===== config.mk =====
export PLATFORM = sky130hd
export DESIGN_NAME = flash_ctl_keyed
export DESIGN_NICKNAME = d
export VERILOG_FILES = /design/src/rtl/fkc_pkg.sv /design/src/rtl/fkc_regfile.sv /design/src/rtl/fkc_decode.sv /design/src/rtl/fkc_router.sv /design/src/rtl/flash_ctl_keyed.sv
export SDC_FILE = /design/constraint.sdc
export NUM_CORES = 1
export LEC_CHECK = 0
export BUFFER_PORTS_ARGS = -buffer_cell sky130_fd_sc_hd__buf_4
export CAP_MARGIN = 40
export CORE_MARGIN = 4
export CORE_UTILIZATION = 44
export CTS_BUF_LIST = sky130_fd_sc_hd__clkbuf_8 sky130_fd_sc_hd__clkbuf_16
export CTS_CLUSTER_SIZE = 40
export DETAILED_ROUTE_END_ITERATION = 10
export PLACE_DENSITY_LB_ADDON = 0.2
export SYNTH_ARGS = -nofsm -noshare
export SYNTH_HDL_FRONTEND = slang
export SYNTH_HIERARCHICAL = 1
export SYNTH_SLANG_ARGS = --single-unit

===== constraint.sdc =====
create_clock -name clk -period 2.8 [get_ports clk]
set_input_delay 0.42 -clock clk [delete_from_list [all_inputs] [get_ports clk]]
set_output_delay 0.42 -clock clk [all_outputs]
set_load 0.01 [all_outputs]

===== src/rtl/fkc_pkg.sv =====
package fkc_pkg;
  typedef struct packed {
    logic [2:0] mode;
    logic       boot;
    logic [1:0] area;
  } fkc_cfg_t;

  localparam logic [2:0] MODE_OFF  = 3'b010;
  localparam logic [2:0] MODE_ON   = 3'b101;
  localparam logic [1:0] AREA_STD  = 2'b00;
  localparam logic [1:0] AREA_CODE = 2'b10;

  localparam int OFS_STAGE  = 0;
  localparam int OFS_COMMIT = 1;
  localparam int OFS_ACTIVE = 2;

  localparam fkc_cfg_t CFG_RESET = '{mode: MODE_OFF, boot: 1'b0, area: AREA_STD};

  function automatic logic [7:0] cfg_to_byte(input fkc_cfg_t c);
    return {c.mode, c.boot, c.area, 2'b00};
  endfunction
endpackage


===== src/rtl/fkc_regfile.sv =====
module fkc_regfile
  import fkc_pkg::*;
#(
  parameter int         OFS_W = 2,
  parameter logic [7:0] KEY   = 8'hD5
) (
  input  logic             clk,
  input  logic             rst_n,
  input  logic             wr,
  input  logic             rd,
  input  logic [OFS_W-1:0] ofs,
  input  logic [7:0]       wdata,
  output logic [7:0]       rdata,
  output fkc_cfg_t         stage_cfg,
  output fkc_cfg_t         act_cfg,
  output logic             err
);
  fkc_cfg_t stage_q, act_q, act_d;
  logic     err_q;
  logic [7:0] rdata_q;
  logic     commit, mode_ok, area_ok;
  logic [1:0] unused_lo;

  assign unused_lo = wdata[1:0];
  assign commit    = wr && (ofs == OFS_W'(OFS_COMMIT)) && (wdata == KEY);

  // legality of the staged fields is judged at the commit edge
  always_comb begin
    mode_ok = (stage_q.mode == MODE_OFF) || (stage_q.mode == MODE_ON);
    area_ok = (stage_q.area == AREA_STD) || (stage_q.area == AREA_CODE);
    act_d   = act_q;
    if (commit) begin
      act_d.boot = stage_q.boot;
      if (mode_ok) act_d.mode = stage_q.mode;
      if (area_ok) act_d.area = stage_q.area;
    end
  end

  always_ff @(posedge clk or negedge rst_n) begin
    if (!rst_n) begin
      stage_q <= CFG_RESET;
      act_q   <= CFG_RESET;
      err_q   <= 1'b0;
      rdata_q <= 8'h00;
    end else begin
      if (wr && (ofs == OFS_W'(OFS_STAGE)))
        stage_q <= '{mode: wdata[7:5], boot: wdata[4], area: wdata[3:2]};
      act_q <= act_d;
      if (commit && !(mode_ok && area_ok)) err_q <= 1'b1;
      if (rd) begin
        if (ofs == OFS_W'(OFS_STAGE))       rdata_q <= cfg_to_byte(stage_q);
        else if (ofs == OFS_W'(OFS_ACTIVE)) rdata_q <= cfg_to_byte(act_q);
        else                                rdata_q <= 8'h00;
      end
    end
  end

  assign rdata     = rdata_q;
  assign stage_cfg = stage_q;
  assign act_cfg   = act_q;
  assign err       = err_q;
endmodule


===== src/rtl/fkc_decode.sv =====
module fkc_decode
  import fkc_pkg::*;
(
  input  fkc_cfg_t act_cfg,
  output logic     cmd_en,
  output logic     flash_active,
  output logic     boot_en,
  output logic     code_remap
);
  logic run;
  assign run          = (act_cfg.mode == MODE_ON);
  assign cmd_en       = run;
  assign flash_active = run;
  assign boot_en      = act_cfg.boot;
  assign code_remap   = (act_cfg.area == AREA_CODE);
endmodule


===== src/rtl/fkc_router.sv =====
module fkc_router #(
  parameter int ADDR_W = 16
) (
  input  logic              code_remap,
  input  logic              acc_valid,
  input  logic [ADDR_W-1:0] acc_addr,
  output logic              acc_ready,
  output logic              dport_valid,
  output logic [ADDR_W-1:0] dport_addr,
  input  logic              dport_ready,
  output logic              cport_valid,
  output logic [ADDR_W-1:0] cport_addr,
  input  logic              cport_ready
);
  localparam int UPPER_BIT = ADDR_W - 1;
  logic to_code;

  assign to_code     = acc_addr[UPPER_BIT] && code_remap;
  assign dport_valid = acc_valid && !to_code;
  assign cport_valid = acc_valid && to_code;
  assign dport_addr  = acc_addr;
  assign cport_addr  = acc_addr;
  assign acc_ready   = to_code ? cport_ready : dport_ready;
endmodule


===== src/rtl/flash_ctl_keyed.sv =====
module flash_ctl_keyed
  import fkc_pkg::*;
#(
  parameter int         ADDR_W = 16,
  parameter int         OFS_W  = 2,
  parameter logic [7:0] KEY    = 8'hD5
) (
  input  logic              clk,
  input  logic              rst_n,
  input  logic              reg_wr,
  input  logic              reg_rd,
  input  logic [OFS_W-1:0]  reg_addr,
  input  logic [7:0]        reg_wdata,
  output logic [7:0]        reg_rdata,
  output logic              cmd_en,
  output logic              flash_active,
  output logic              boot_en,
  output logic              cfg_err,
  input  logic              acc_valid,
  input  logic [ADDR_W-1:0] acc_addr,
  output logic              acc_ready,
  output logic              dport_valid,
  output logic [ADDR_W-1:0] dport_addr,
  input  logic              dport_ready,
  output logic              cport_valid,
  output logic [ADDR_W-1:0] cport_addr,
  input  logic              cport_ready
);
  fkc_cfg_t stage_cfg, act_cfg;
  logic     code_remap;

  fkc_regfile #(.OFS_W(OFS_W), .KEY(KEY)) u_regs (
    .clk(clk), .rst_n(rst_n), .wr(reg_wr), .rd(reg_rd), .ofs(reg_addr),
    .wdata(reg_wdata), .rdata(reg_rdata), .stage_cfg(stage_cfg),
    .act_cfg(act_cfg), .err(cfg_err)
  );

  fkc_decode u_dec (
    .act_cfg(act_cfg), .cmd_en(cmd_en), .flash_active(flash_active),
    .boot_en(boot_en), .code_remap(code_remap)
  );

  fkc_router #(.ADDR_W(ADDR_W)) u_route (
    .code_remap(code_remap), .acc_valid(acc_valid), .acc_addr(acc_addr),
    .acc_ready(acc_ready), .dport_valid(dport_valid), .dport_addr(dport_addr),
    .dport_ready(dport_ready), .cport_valid(cport_valid),
    .cport_addr(cport_addr), .cport_ready(cport_ready)
  );
endmodule


==> results.ini, run 1 <==
[placed_design]
gp_congestion = 0.764
dpl.cell_count = 134
io_buffers = 32
placed_area_sq_um = 1170
post-place-ws_ns = 0.951

[logic_synthesis]
ys_ff_latch = 19
syn_area_per_cell_sq_um = 10.8
yosys_warnings = 6
yosys_most_used_dff = dfrtp_1
postSynth.asyncResetShare = 1.00
netlist_area_sq_um = 1160
yosys.area.top_type = dfrtp_1
synth_top_cells_by_area = dfrtp_1 37%, buf_4 23%, mux2_2 6.8%
netlist.area_leader.share = 0.366
syn_inst = 108
synth.distinct_cells = 30
synth-edff-count = 0
ys_seq_area_frac = 0.411

[timing]
slew_headroom = 0.655
final_hold_viol_count = 0
fin_skew_ns = 0.000832
max_freq_mhz = 548
setup_viol = 0
worst_pin_slew_ns = 0.504
rsz0062_at_grt = false
period_share = 0.651
drv_slew = 0
finalWorstSetupSlack_ns = 0.976
final.min_clock_period_ns = 1.82
fin_tns_setup_ns = 0

[worst_setup_path]
cp.arrival_ns = 1.94
worst-r2r-cell-count = 3
worstSetupPathType = register to register
crit_path_end_kind = register
worstPathRequired_ns = 2.92
critical_path_peak_fanout = 4
crit_path_start_kind = register

[pwr]
powerDensity_nw_per_um2 = 506
clock_power_share = 0.297
peakVddDrop_mv = 0.421
sw_frac_of_total = 0.246
p_int_mw = 0.463
p_leak_nw = 0.588
switchingPower_mw = 0.151
pwr-share-comb = 0.177
p_seq_frac = 0.526

[detailed_routing]
top_layer = met4
wl_per_cell_um = 14.5
dr_total_vias = 715
wirelength_mm = 2.00
wl_met2_um = 949
met3_length_um = 214
drcViolationCount = 0
first_pass_iters = 2
drt-vias-per-instance = 5.18
ant_nets = 0
wl_met1_um = 737
drt-initial-drc-count = 8

[cells_and_area]
nets = 142
fin_area_sq_um = 1210
fillCellCount = 239
syn_to_final_growth_pct = 4.41
instances_no_fill = 138
fin_util = 0.485
drive_above_1_share = 0.481
antenna_cells = 0

[grt]
first_global_vias = 730
grt_antenna_before_repair = 0
track_usage = 0.123
overflow = 0
grt_pass1_wl_mm = 3.10
grt_max_degree = 20

[min_path]
hold_class = primary input to async pin

[die]
die_w_um = 59.4
fp-row-count = 18
initial_core_util = 0.465
ioPinCount = 80
die_area_sq_um = 3530
core_sq_um = 2500
die_y_um = 59.4

[clock_tree]
cts-root-buf = clkbuf_8
clk_latency_ns = 0.25
clk_pin_slew_ns = 0.07
htreeDepth = 1
ctsHoldBuffers = 0
cts_buffer_depth = 2
post-cts-setup-buffer-count = 0
numCtsBuffers = 3
cts_resized = 0
cts_tree = built
cts_num_sinks = 19

[run_status]
outcome = completed

[run]
max-cap-violations = 0

## Yosys cell counts, drive strengths merged (2+ instances only)
master / instances
dfstp: 2
or3b: 2
o22ai: 6
and2: 2
mux2i: 6
dfrtp: 17
inv: 8
nand4b: 2
o21ai: 2
buf: 37
mux2: 9
or4: 2
## registers in the layout (all words and copies together) (netlist names)
name              cells
u_regs/err            1
u_regs/act_cfg        6
u_regs/rdata          6
u_regs/stage_cfg      6
## worst paths after layout
check	startpoint	endpoint	slack [ns]
worst max-delay path	u_regs/stage_cfg[4]$_DFFE_PN1P_	u_regs/act_cfg[5]$_DFFE_PN0P_	0.98
worst max register to register	u_regs/stage_cfg[4]$_DFFE_PN1P_	u_regs/act_cfg[5]$_DFFE_PN0P_	0.98
worst min register to register	u_regs/err$_DFFE_PN0P_	u_regs/err$_DFFE_PN0P_	0.50
max in group asynchronous	rst_n	u_regs/act_cfg[4]$_DFFE_PN1P_	2.52
worst min-delay path	rst_n	u_regs/stage_cfg[2]$_DFFE_PN0P_	0.02
min in group clk	reg_rd	u_regs/rdata[4]$_DFFE_PN0P_	0.40
## worst max-delay path, stage by stage, from the launching register on
cell and delay, ns:
dfstp_2 0.55, or3b_2 0.47, a2111oi_0 0.52, o21ai_0 0.15
## layout make-up
type | instances | area [sq um] | share of cell area
Clock buffer | 3 | 41.3 | 0.0340
Clock inverter | 1 | 3.75 | 0.00309
Inverter | 8 | 30.0 | 0.0247
Multi-Input combinational cell | 45 | 383 | 0.315
Sequential cell | 19 | 478 | 0.394
Tap cell | 30 | 37.5 | 0.0309
Timing Repair Buffer | 32 | 240 | 0.198
## power by group through the flow
stage / logic, mW / clock network, mW / registers [mW]
after floorplan: 0.102 / 0 / 0.326
after global placement: 0.109 / 0 / 0.328
after detailed placement: 0.110 / 0 / 0.329
after CTS: 0.111 / 0.193 / 0.324
after global routing: 0.119 / 0.199 / 0.328
final: 0.109 / 0.182 / 0.323
## placed cells by master (no fill, tap or decap), drive strengths merged, types with 2 or more instances in the layout
cell type   n
mux2i       6
clkbuf      3
o21ai       2
inv         9
dfrtp      17
dfstp       2
and2        2
or4         2
conb        2
nand4b      2
o22ai       6
mux2        9
buf        32
or3b        2
## stage by stage
step,hold slack (ns),power (mW)
after floorplan,0.124,0.428
after global placement,0.305,0.437
after detailed placement,0.307,0.439
after CTS,0.0274,0.627
after global routing,0.0424,0.646
final,0.0231,0.614
## cell families (layout without fill, tap and decap cells)
family / count (synthesis) / in the layout / share of synthesized area
muxes: 15 / 15 / 0.145
DFF: 19 / 19 / 0.411
and+or+nand+nor: 16 / 16 / 0.111
AOI/OAI and AO/OA: 12 / 12 / 0.0667
buffers and inverters: 45 / 44 / 0.263
other: 1 / 2 / 0.00323
## routing by layer
layer / global-route usage / vias to the layer above
li1: - / 330
met1: 0.131 / 337
met2: 0.181 / 30
met3: 0.0479 / 18
met4: 0.123 / 0
met5: 0 / -
Note: power is estimated with default switching activity, not from simulation.
==> run 2: changes to the inputs <==
--- a/config.mk
+++ b/config.mk
@@ -8,7 +8,7 @@
 export BUFFER_PORTS_ARGS = -buffer_cell sky130_fd_sc_hd__buf_4
 export CAP_MARGIN = 40
 export CORE_MARGIN = 4
-export CORE_UTILIZATION = 44
+export CORE_UTILIZATION = 41
 export CTS_BUF_LIST = sky130_fd_sc_hd__clkbuf_8 sky130_fd_sc_hd__clkbuf_16
 export CTS_CLUSTER_SIZE = 40
 export DETAILED_ROUTE_END_ITERATION = 10
==> constraint.sdc (replaced) <==
create_clock -name clk -period 1.9 [get_ports clk]
set_input_delay 0.285 -clock clk [delete_from_list [all_inputs] [get_ports clk]]
set_output_delay 0.285 -clock clk [all_outputs]
set_load 0.01 [all_outputs]
==> run 2 against run 1 <==
Compared with the run above:
- sequential power increased by 48%
- wire length increased by 4.9%
- cell count increased by 1.4%
- fmax is 2.8% higher
- register-to-register slack lost 0.85 ns
- largest power group unchanged
- combinational power is 50% higher
- power up 49%
- first-iteration DRC count decreased by 25%
- non-clock buffer count grew 1
- clock-buffer cell count did not move
- worst setup slack got worse by 0.85 ns
==> results.ini, run 2 (synthesized netlist as in run 1, its figures left out) <==
[detailed_routing]
drt-initial-drc-count = 6
dr_total_vias = 686
ant_nets = 0
first_pass_iters = 4
wirelength_mm = 2.10
drcViolationCount = 0
wl_per_cell_um = 15.0
drt-vias-per-instance = 4.90

[worst_setup_path]
r2r_slack_ns = 0.13
crit_path_end_kind = register
critical_path_peak_fanout = 4
r2r-start = u_regs/stage_cfg[4]$_DFFE_PN1P_
max_stage_delay_ns = 0.55
crit_end = u_regs/act_cfg[3]$_DFFE_PN0P_
path_cells = or3b_2 > a2111oi_1 > o21ai_0
cp_slowest_cell = dfstp_2
worstReg2RegEnd = u_regs/act_cfg[3]$_DFFE_PN0P_
worst-r2r-cell-count = 3
cp.arrival_ns = 1.90
crit_path_start_kind = register
crit_path_start = u_regs/stage_cfg[4]$_DFFE_PN1P_
worstSetupPathType = register to register
worstPathRequired_ns = 2.03

[clock_tree]
htreeDepth = 1
cts_num_sinks = 19
numCtsBuffers = 3
clk_latency_ns = 0.25
cts_tree = built
cts-root-buf = clkbuf_8
clk_pin_slew_ns = 0.07
cts_buffer_depth = 2

[timing]
fin_tns_setup_ns = 0
final_hold_viol_count = 0
final.min_clock_period_ns = 1.77
setup_viol = 0
fin_skew_ns = 0.00466
period_share = 0.934
finalWorstSetupSlack_ns = 0.125
max_freq_mhz = 563
drv_slew = 0
rsz0062_at_grt = false

[cells_and_area]
drive_above_1_share = 0.477
instances_no_fill = 140
nets = 143
antenna_cells = 0
fin_area_sq_um = 1230
final_cell_mix = 32 x buf_4, 17 x dfrtp_1, 9 x inv_1, 7 x mux2_2
syn_to_final_growth_pct = 5.49
final_common_cell = buf_4

[pwr]
p_leak_nw = 0.593
p_total_mw = 0.917
powerDensity_nw_per_um2 = 748
peakVddDrop_mv = 0.468

[grt]
grt_pass1_wl_mm = 3.16
overflow = 0
track_usage = 0.115
grt_antenna_before_repair = 0
first_global_vias = 689
grt_max_degree = 20

[die]
ioPinCount = 80
core_sq_um = 2730
die_area_sq_um = 3750
fp-row-count = 19
initial_core_util = 0.425
die_y_um = 61.2
die_w_um = 61.2

[placed_design]
hpwl_mm = 1.64
io_buffers = 32
dpl.cell_count = 135
gp_congestion = 0.703
post-place-ws_ns = 0.0805
placed_area_sq_um = 1170

[min_path]
hold_class = primary input to register

[run_status]
outcome = completed

[run]
max-cap-violations = 0

-- run 2: cell types whose count changed in the layout (fill, tap and decap cells not counted), sizes merged --
cell         change
dlygate4sd3      +1
-- run 2: repair_timing --
item                                    in CTS  in global routing
setup buffers                                0                  0
resized for setup                            0                  1
hold buffers                                 1                  0
endpoints found under the setup margin       0                  1
hold endpoints to repair                    17                  0
-- run 2: cell type report --
| class | count | area (sq um) |
|---|---|---|
| clock buffer | 3 | 41.3 |
| clock inverter | 1 | 3.75 |
| fill | 260 | 1510 |
| inverter | 8 | 30.0 |
| multi-input combinational | 45 | 384 |
| sequential | 19 | 478 |
| tap | 31 | 38.8 |
| timing repair buffer | 33 | 250 |
-- run 2: stage by stage --
stage	hold slack, ns	utilization
finish	0.270	0.449
global route	0.268	0.449
CTS	0.265	0.448
detailed placement	0.179	0.428
global placement	0.171	0.428
floorplan	-0.0106	-
-- run 2: worst min path at each step --
stage | start | to | slack (ns) | cells after the start
final | reg_rd | u_regs/rdata[4]$_DFFE_PN0P_ | 0.27 | 2
after global routing | reg_wdata[5] | u_regs/stage_cfg[3]$_DFFE_PN0P_ | 0.27 | 2
after global placement | rst_n | u_regs/stage_cfg[0]$_DFFE_PN0P_ | 0.17 | 1
after detailed placement | rst_n | u_regs/stage_cfg[0]$_DFFE_PN0P_ | 0.18 | 1
after CTS | reg_wdata[5] | u_regs/stage_cfg[3]$_DFFE_PN0P_ | 0.27 | 2
after floorplan | rst_n | u_regs/act_cfg[0]$_DFFE_PN0P_ | -0.01 | 0
-- run 2: power breakdown --
| group | leakage (nW) | switching, mW | internal [mW] | total (mW) |
|---|---|---|---|---|
| logic | 0.333 | 0.0696 | 0.0943 | 0.164 |
| registers | 0.233 | 0.0309 | 0.446 | 0.477 |
| clock network | 0.0269 | 0.133 | 0.144 | 0.277 |
| total | 0.593 | 0.234 | 0.684 | 0.917 |
-- run 2: critical path: cells and delay by family (launching register included) --
kind	cells	cell delay, ns
compound gates	2	0.63
simple gates	1	0.47
flops	1	0.55
-- run 2: layer usage --
layer / vias up / global-route usage / wire (um)
met5: - / 0 / 0
met1: 318 / 0.150 / 891
met3: 7 / 0.0419 / 199
li1: 333 / - / -
met2: 28 / 0.177 / 976
met4: 0 / 0.0372 / 31
==> run 3: changes to the inputs <==
--- a/config.mk
+++ b/config.mk
@@ -7,7 +7,6 @@
 export LEC_CHECK = 0
 export BUFFER_PORTS_ARGS = -buffer_cell sky130_fd_sc_hd__buf_4
 export CAP_MARGIN = 40
-export CORE_MARGIN = 4
 export CORE_UTILIZATION = 41
 export CTS_BUF_LIST = sky130_fd_sc_hd__clkbuf_8 sky130_fd_sc_hd__clkbuf_16
 export CTS_CLUSTER_SIZE = 40
==> run 3 against run 2 <==
Compared with the run above:
- worst hold slack lost 0.0091 ns
- non-clock buffer count stayed put
- via count increased by 4.2%
- largest power group unchanged
- flip-flop and latch count did not move
- worst setup slack got worse by 0.023 ns
- wire length decreased by 4.1%
- power grew 0.11%
- design area is 0.10% lower
- register-to-register slack got worse by 0.02 ns
- sequential power is essentially flat
==> results.ini, run 3 (synthesized netlist as in run 1, its figures left out) <==
[run_status]
outcome = completed

[timing]
max_freq_mhz = 556
final.min_clock_period_ns = 1.80
final_hold_viol_count = 0
slew_headroom = 0.677
rsz0062_at_grt = false
fin_tns_setup_ns = 0
worst_pin_slew_ns = 0.473
fin_skew_ns = 0.00531
whs_ns = 0.261
drv_slew = 0
period_share = 0.946
setup_viol = 0

[placed_design]
gp_congestion = 0.734
io_buffers = 32
hpwl_mm = 1.57

[grt]
first_global_vias = 721
grt_antenna_before_repair = 0
overflow = 0
track_usage = 0.140
grt_max_degree = 20
grt_pass1_wl_mm = 3.28

[worst_setup_path]
worstPathRequired_ns = 2.02
cp.arrival_ns = 1.92
crit_path_end_kind = register
worstSetupPathType = register to register
critical_path_peak_fanout = 4
crit_path_start_kind = register

[die]
die_w_um = 55.2
initial_core_util = 0.453
fp-row-count = 18
die_area_sq_um = 3050
core_sq_um = 2570
die_y_um = 55.2
ioPinCount = 80

[detailed_routing]
ant_nets = 0
drcViolationCount = 0
drt-initial-drc-count = 13
dr_total_vias = 715
first_pass_iters = 3
drt-vias-per-instance = 5.14
wirelength_mm = 2.01
wl_per_cell_um = 14.5

[cells_and_area]
final_common_cell = buf_4
final_cell_mix = 32 x buf_4, 17 x dfrtp_1, 8 x inv_1, 7 x mux2_2
antenna_cells = 0
seqCellArea_sq_um = 478
multi_input_area_sq_um = 383
fillCellCount = 261
syn_to_final_growth_pct = 5.38
nets = 143
drive_above_1_share = 0.486

[clock_tree]
htreeDepth = 1
cts_resized = 0
cts_tree = built
ctsHoldBuffers = 1
cts_num_sinks = 19
cts-root-buf = clkbuf_8
cts_buffer_depth = 2
clk_latency_ns = 0.26
post-cts-setup-buffer-count = 0
numCtsBuffers = 3
clk_pin_slew_ns = 0.07

[pwr]
peakVddDrop_mv = 0.398
p_leak_nw = 0.591
powerDensity_nw_per_um2 = 750

[min_path]
hold_class = primary input to register

[run]
max-cap-violations = 0

## run 3: final cells by class
type | instances | share of cell area
multi-input cells | 45 | 0.313
well taps | 30 | 0.0306
clock inverters | 1 | 0.00409
clock buffers | 3 | 0.0337
inverters | 8 | 0.0245
repair buffers | 33 | 0.204
flip-flops and latches | 19 | 0.390
## run 3: worst paths after layout
| check | from | to | slack, ns | cells after the start |
|---|---|---|---|---|
| max in group asynchronous | rst_n | u_regs/stage_cfg[4]$_DFFE_PN1P_ | 1.21 | 2 |
| worst min-delay path | reg_wdata[5] | u_regs/stage_cfg[3]$_DFFE_PN0P_ | 0.26 | 2 |
| worst max-delay path | u_regs/stage_cfg[4]$_DFFE_PN1P_ | u_regs/act_cfg[5]$_DFFE_PN0P_ | 0.10 | 3 |
| worst min register to register | u_regs/act_cfg[4]$_DFFE_PN1P_ | u_regs/act_cfg[4]$_DFFE_PN1P_ | 0.49 | 1 |
| min in group asynchronous | rst_n | u_regs/act_cfg[2]$_DFFE_PN0P_ | 0.43 | 2 |
| worst max register to register | u_regs/stage_cfg[4]$_DFFE_PN1P_ | u_regs/act_cfg[5]$_DFFE_PN0P_ | 0.10 | 3 |
## run 3: per-stage QoR
step | total power, mW | area (sq um) | util | worst slack, ns | cells
2_1_floorplan | 0.631 | 1170 | - | 0.241 | 109
6_report | 0.918 | 1220 | 0.477 | 0.102 | 139
5_1_grt | 0.965 | 1220 | 0.477 | 0.00504 | 139
3_3_place_gp | 0.645 | 1170 | 0.455 | 0.175 | 134
3_5_place_dp | 0.648 | 1170 | 0.455 | 0.117 | 134
4_1_cts | 0.934 | 1220 | 0.477 | 0.0945 | 139
## run 3: critical path, cell delays in order (launching register included)
cell and delay (ns):
dfstp_2 0.55, or3b_2 0.48, a2111oi_0 0.50, o21ai_0 0.13
## run 3: report_power, final
group | internal, mW | switching, mW | total, mW | leakage (nW)
clock network | 0.146 | 0.133 | 0.279 | 0.0255
logic | 0.0943 | 0.0686 | 0.163 | 0.333
registers | 0.446 | 0.0310 | 0.477 | 0.233
## run 3: routing by layer
layer	vias to the layer above	track usage	wire, um
li1	336	-	-
met1	336	0.158	812
met2	24	0.212	958
met3	19	0.0304	138
met4	0	0.143	104
met5	-	0	0
